File: src/rtl/boot_cfg_pkg.sv
package boot_cfg_pkg;
  localparam int unsigned DEF_DIV   = 256;
  localparam int unsigned DEF_NBITS = 256;

  function automatic bit is_pow2(int unsigned v);
    return (v >= 2) && ((v & (v - 1)) == 0);
  endfunction
endpackage

File: src/rtl/bcl_clk_div.sv
module bcl_clk_div #(
  parameter int unsigned DIV = boot_cfg_pkg::DEF_DIV
) (
  input  logic clk_i,
  input  logic rst_ni,
  input  logic run_i,
  output logic ser_clk_o,
  output logic sample_o
);
  localparam int unsigned W = $clog2(DIV);
  localparam logic [W-1:0] HALF_M1 = W'(DIV / 2 - 1);

  logic [W-1:0] cnt_q;

  initial begin
    assert (boot_cfg_pkg::is_pow2(DIV)) else $error("DIV must be a power of two");
  end

  always_ff @(posedge clk_i or negedge rst_ni) begin
    if (!rst_ni)     cnt_q <= '0;
    else if (!run_i) cnt_q <= '0;
    else             cnt_q <= cnt_q + 1'b1;
  end

  // MSB high for the upper half of the count
  assign ser_clk_o = cnt_q[W-1];
  // strobe on the edge that makes the MSB rise
  assign sample_o  = run_i && (cnt_q == HALF_M1);

  AST_RISE_AFTER_SAMPLE: assert property (@(posedge clk_i) disable iff (!rst_ni)
    sample_o |=> ser_clk_o);
  AST_IDLE_LOW: assert property (@(posedge clk_i) disable iff (!rst_ni)
    !run_i |=> !ser_clk_o);
endmodule

File: src/rtl/bcl_bit_ctr.sv
module bcl_bit_ctr #(
  parameter int unsigned NBITS = boot_cfg_pkg::DEF_NBITS
) (
  input  logic clk_i,
  input  logic rst_ni,
  input  logic run_i,
  input  logic sample_i,
  output logic capture_o,
  output logic done_o
);
  localparam int unsigned CW = (NBITS > 1) ? $clog2(NBITS) : 1;
  localparam logic [CW-1:0] LAST = CW'(NBITS - 1);

  logic [CW-1:0] cnt_q;
  logic          done_q;

  assign capture_o = sample_i && !done_q;

  always_ff @(posedge clk_i or negedge rst_ni) begin
    if (!rst_ni) begin
      cnt_q  <= '0;
      done_q <= 1'b0;
    end else if (!run_i) begin
      cnt_q  <= '0;
      done_q <= 1'b0;
    end else if (capture_o) begin
      if (cnt_q == LAST) begin
        cnt_q  <= '0;
        done_q <= 1'b1;
      end else begin
        cnt_q <= cnt_q + 1'b1;
      end
    end
  end

  assign done_o = done_q;

  AST_CNT_FROZEN: assert property (@(posedge clk_i) disable iff (!rst_ni)
    (done_q && run_i) |=> $stable(cnt_q));
  AST_CNT_RANGE: assert property (@(posedge clk_i) disable iff (!rst_ni)
    cnt_q <= LAST);
endmodule

File: src/rtl/bcl_shift_reg.sv
module bcl_shift_reg #(
  parameter int unsigned NBITS = boot_cfg_pkg::DEF_NBITS
) (
  input  logic             clk_i,
  input  logic             rst_ni,
  input  logic             shift_i,
  input  logic             din_i,
  output logic [NBITS-1:0] q_o
);
  logic [NBITS-1:0] q_q;

  // shift toward LSB: first bit in lands at bit 0 after NBITS shifts
  for (genvar i = 0; i < NBITS; i++) begin : g_stage
    logic nxt;
    if (i == NBITS - 1) begin : g_top
      assign nxt = din_i;
    end else begin : g_mid
      assign nxt = q_q[i+1];
    end
    always_ff @(posedge clk_i or negedge rst_ni) begin
      if (!rst_ni)      q_q[i] <= 1'b0;
      else if (shift_i) q_q[i] <= nxt;
    end
  end

  assign q_o = q_q;
endmodule

File: src/rtl/boot_cfg_loader.sv
module boot_cfg_loader #(
  parameter int unsigned DIV   = boot_cfg_pkg::DEF_DIV,
  parameter int unsigned NBITS = boot_cfg_pkg::DEF_NBITS
) (
  input  logic             clk_i,
  input  logic             rst_ni,
  input  logic             pwr_good_i,
  input  logic             mode_bit_i,
  output logic             ser_clk_o,
  output logic [NBITS-1:0] cfg_o,
  output logic             done_o
);
  logic sample;
  logic capture;

  bcl_clk_div #(.DIV(DIV)) u_div (
    .clk_i     (clk_i),
    .rst_ni    (rst_ni),
    .run_i     (pwr_good_i),
    .ser_clk_o (ser_clk_o),
    .sample_o  (sample)
  );

  bcl_bit_ctr #(.NBITS(NBITS)) u_ctr (
    .clk_i     (clk_i),
    .rst_ni    (rst_ni),
    .run_i     (pwr_good_i),
    .sample_i  (sample),
    .capture_o (capture),
    .done_o    (done_o)
  );

  bcl_shift_reg #(.NBITS(NBITS)) u_sr (
    .clk_i   (clk_i),
    .rst_ni  (rst_ni),
    .shift_i (capture),
    .din_i   (mode_bit_i),
    .q_o     (cfg_o)
  );

  AST_CFG_FROZEN: assert property (@(posedge clk_i) disable iff (!rst_ni)
    (done_o && pwr_good_i) |=> $stable(cfg_o));
  AST_DONE_HOLD: assert property (@(posedge clk_i) disable iff (!rst_ni)
    (done_o && pwr_good_i) |=> done_o);
  AST_DONE_CLEAR: assert property (@(posedge clk_i) disable iff (!rst_ni)
    !pwr_good_i |=> !done_o);
  AST_CFG_ON_RISE: assert property (@(posedge clk_i) disable iff (!rst_ni)
    !$stable(cfg_o) |-> $rose(ser_clk_o));
  AST_DONE_ON_RISE: assert property (@(posedge clk_i) disable iff (!rst_ni)
    $rose(done_o) |-> $rose(ser_clk_o));
endmodule

File: config.mk
export PLATFORM = sky130hd
export DESIGN_NAME = boot_cfg_loader
export DESIGN_NICKNAME = d
export VERILOG_FILES = /design/src/rtl/boot_cfg_pkg.sv /design/src/rtl/bcl_clk_div.sv /design/src/rtl/bcl_bit_ctr.sv /design/src/rtl/bcl_shift_reg.sv /design/src/rtl/boot_cfg_loader.sv
export SDC_FILE = /design/constraint.sdc
export NUM_CORES = 1
export LEC_CHECK = 0
export ABC_AREA = 1
export BUFFER_PORTS_ARGS = -buffer_cell sky130_fd_sc_hd__buf_2
export CAP_MARGIN = 10
export CORE_ASPECT_RATIO = 0.75
export CORE_MARGIN = 2
export CORE_UTILIZATION = 55
export CTS_BUF_LIST = sky130_fd_sc_hd__clkbuf_2
export CTS_CLUSTER_SIZE = 12
export DETAILED_ROUTE_END_ITERATION = 8
export PLACE_DENSITY = 0.79
export SYNTH_ARGS = -nofsm -noshare
export SYNTH_HDL_FRONTEND = slang
export SYNTH_HIERARCHICAL = 1
export SYNTH_SLANG_ARGS = --single-unit
File: constraint.sdc
create_clock -name clk_i -period 3.63 [get_ports clk_i]
set_input_delay 0.726 -clock clk_i [delete_from_list [all_inputs] [get_ports clk_i]]
set_output_delay 0.726 -clock clk_i [all_outputs]
set_load 0.02 [all_outputs]
==> impl_metrics.tcl <==
set metrics [dict create \
    synth_seq_cells 273 \
    cts_buffer_depth 3 \
    grt_first_pass_wirelength_mm 40.7 \
    cts.sinks 273 \
    cap_violations 0 \
    syn_nets 1452 \
    hold_viol_final 0 \
    syn_area_per_cell_um2 8.73 \
    drtAntennaViolNets 0 \
    synth_top_family_by_area "simple AND/OR/NAND/NOR gates" \
    die_x_um 179 \
    crit_top_cell "nand2_2" \
    grt_pass1_vias 7992 \
    post-route-min-period_ns 2.59 \
    routed_wl_mm 25.4 \
    tns_ns 0 \
    crit_chain "ha_1, nand2_2, inv_1, nand2_2, nor3_2, nand2_2, clkinv_4, buf_12, nand2_1, a21oi_1" \
    htree_levels 3 \
    first_iter_violations 721 \
    vias_per_cell 4.74 \
    cp_slowest_cell "buf_12" \
    dr.pass1.iters 8 \
    netlist_instances 1446 \
    arrival_ns 3.31 \
    numCtsBuffers 68 \
    relSlewSlack_pct 4.24 \
    whs_ns 0.119 \
    io_pins 262 \
    synth_cell_types 22 \
    setup_viol 0 \
    num-fill-cells 2041 \
    status "complete, no violations" \
    final_cell_mix "790 x nand2_1, 273 x dfrtp_1, 260 x buf_2, 95 x clkbuf_2, 20 x clkinv_1" \
    remaining_drc_errors 0 \
    multi_input_area_um2 3300 \
    worstSkewPairLatency_ns 0.80 \
    port-buffer-count 261 \
    cp_slowest_stage_delay_ns 0.47 \
    synth_compound_area_share_pct 0.575 \
    dp_hpwl_mm 16.1 \
    grt_usage_pct 20.9 \
    worstMarginPinSlew_ns 1.44 \
    area_growth_pct 0.0300 \
    period_share_pct 71.4 \
    fp.dieH_um 135 \
    num_rows 47 \
    crit_buf_inv 3 \
    wl_per_cell_um 13.9 \
    cts_tree "done" \
    p_leak_uw 0.00806 \
    vias 8644 \
    drive_gt1_share_pct 25.7 \
    holdCritPathClass "input port to register" \
    ys_seq_area_share_pct 54.1 \
    overflow 0 \
    final_util_pct 56.7 \
    cellPowerDensity_nw_per_um2 407 \
    synth.area.mux_share_pct 0 \
    syn-cell-area_um2 12600 \
    crit_type "register to register" \
    die_area_um2 24200 \
    fmax_ghz 0.386 \
    initial_core_util_pct 56.6 \
    rsz0062_at_grt "no" \
    grt_antenna_before_repair 1 \
    cp_top_family "buffers and inverters" \
    num-nets-final 1482 \
    crit_path_start_kind "register" \
    yosysWarnings 6 \
    grt_start_max_net_pins 259 \
    cts-root-buf "clkbuf_2" \
    layout_commonest_cell "nand2_1" \
    crit_path_end_kind "register" \
    cp_max_fo 258 \
    clk_pin_slew_worst_paths_ns 0.10 \
    core_um2 22300 \
    slew_violations 0 \
    required_ns 4.35 \
    dp.cells 1699 \
    finalNonFillerCells 1823 \
    fin_skew_ns 0.0599 \
    synth_xor_xnor_area_share_pct 0 \
    cts-resized-gates 0 \
    layout.area.seq_um2 6830 \
    synth-adder-area-share_pct 0.198 \
    cts_hold_buf 1 \
    postCtsSetupBuffers 0 \
    gp_congestion 0.785 \
    synthSimpleGateAreaFrac_pct 25.4 \
    vdd_drop_max_mv 0.205 \
]
through the flow:
stage	area (um^2)	setup slack (ns)	total power, uW
2_1_floorplan	12600	1.84	3110
3_3_place_gp	12000	1.01	3190
3_5_place_dp	12000	0.967	3190
4_1_cts	12600	1.17	5230
5_1_grt	12600	0.939	5410
6_report	12600	1.04	5140
layer usage:
metal / global-route usage, % / routed length, um / vias up
li1: - / - / 4206
met1: 29.1 / 11300 / 4119
met2: 31.0 / 11700 / 290
met3: 7.04 / 2120 / 29
met4: 6.46 / 364 / 0
met5: 0 / 0 / -
area by class of cell:
type	count	area share, %
antenna	1	0.0198
sequential	273	54.1
timing repair buffer	272	11.4
clock buffer	95	3.76
clock inverter	27	1.12
multi-input combinational	846	26.2
inverter	15	0.525
tap	294	2.91
cells in the mapped netlist:
| cell | count | area (um^2) |
|---|---|---|
| a21oi_1 | 9 | 45.0 |
| buf_12 | 1 | 20.0 |
| buf_2 | 21 | 105 |
| buf_4 | 261 | 1960 |
| buf_6 | 24 | 270 |
| buf_8 | 5 | 75.1 |
| dfrtp_1 | 273 | 6830 |
| ha_1 | 2 | 25.0 |
| inv_1 | 14 | 52.6 |
| inv_4 | 1 | 6.26 |
| nand2_1 | 790 | 2970 |
| nand2_2 | 8 | 50.1 |
| nand3_1 | 5 | 25.0 |
| nand3_2 | 2 | 20.0 |
| nand3b_1 | 1 | 7.51 |
| nand4_1 | 4 | 25.0 |
| nor2_1 | 12 | 45.0 |
| nor2_2 | 4 | 25.0 |
| nor2_4 | 3 | 33.8 |
| nor3_2 | 1 | 10.0 |
| o21a_1 | 1 | 7.51 |
| o21ai_0 | 4 | 20.0 |
worst register-to-register path, stage by stage, from the launching register on:
cell      delay (ns)
dfrtp_1         0.43
ha_1            0.20
nand2_2         0.07
inv_1           0.08
nand2_2         0.06
nor3_2          0.12
nand2_2         0.14
clkinv_4        0.10
buf_12          0.47
nand2_1         0.66
a21oi_1         0.19
worst paths after layout:
check,start,endpoint,slack (ns),depth (start not counted)
max,u_div/cnt_q[0]$_DFF_PN0_,u_ctr/cnt_q[1]$_DFFE_PN0P_,1.04,10
min,mode_bit_i,u_sr/g_stage[254].nxt$_DFFE_PN0P_,0.12,3
max reg2reg,u_div/cnt_q[0]$_DFF_PN0_,u_ctr/cnt_q[1]$_DFFE_PN0P_,1.04,10
min reg2reg,u_sr/g_stage[129].nxt$_DFFE_PN0P_,u_sr/g_stage[128].nxt$_DFFE_PN0P_,0.46,2
max in group asynchronous,rst_ni,u_sr/g_stage[147].nxt$_DFFE_PN0P_,2.12,3
min in group asynchronous,rst_ni,u_sr/g_stage[171].nxt$_DFFE_PN0P_,0.50,2
where the power goes:
group | internal (uW) | total, uW | switching (uW)
Combinational | 11.3 | 78.5 | 67.2
Clock | 787 | 2020 | 1230
Sequential | 3040 | 3040 | 3.06
sequential cells by signal, summed over array words and instances, names as in the netlist:
register / flops
u_sr/g_stage.nxt: 255
u_div/cnt_q: 8
u_sr/q_o: 1
u_ctr/cnt_q: 8
u_ctr/done_o: 1
kinds of logic after synthesis:
logic type	after synthesis
AND/OR/NAND/NOR	830
buffers and inverters	327
flip-flops	273
AO/OA/AOI/OAI	14
adder cells (fa/ha/maj)	2
No activity file was read; power rests on OpenSTA's default activity.
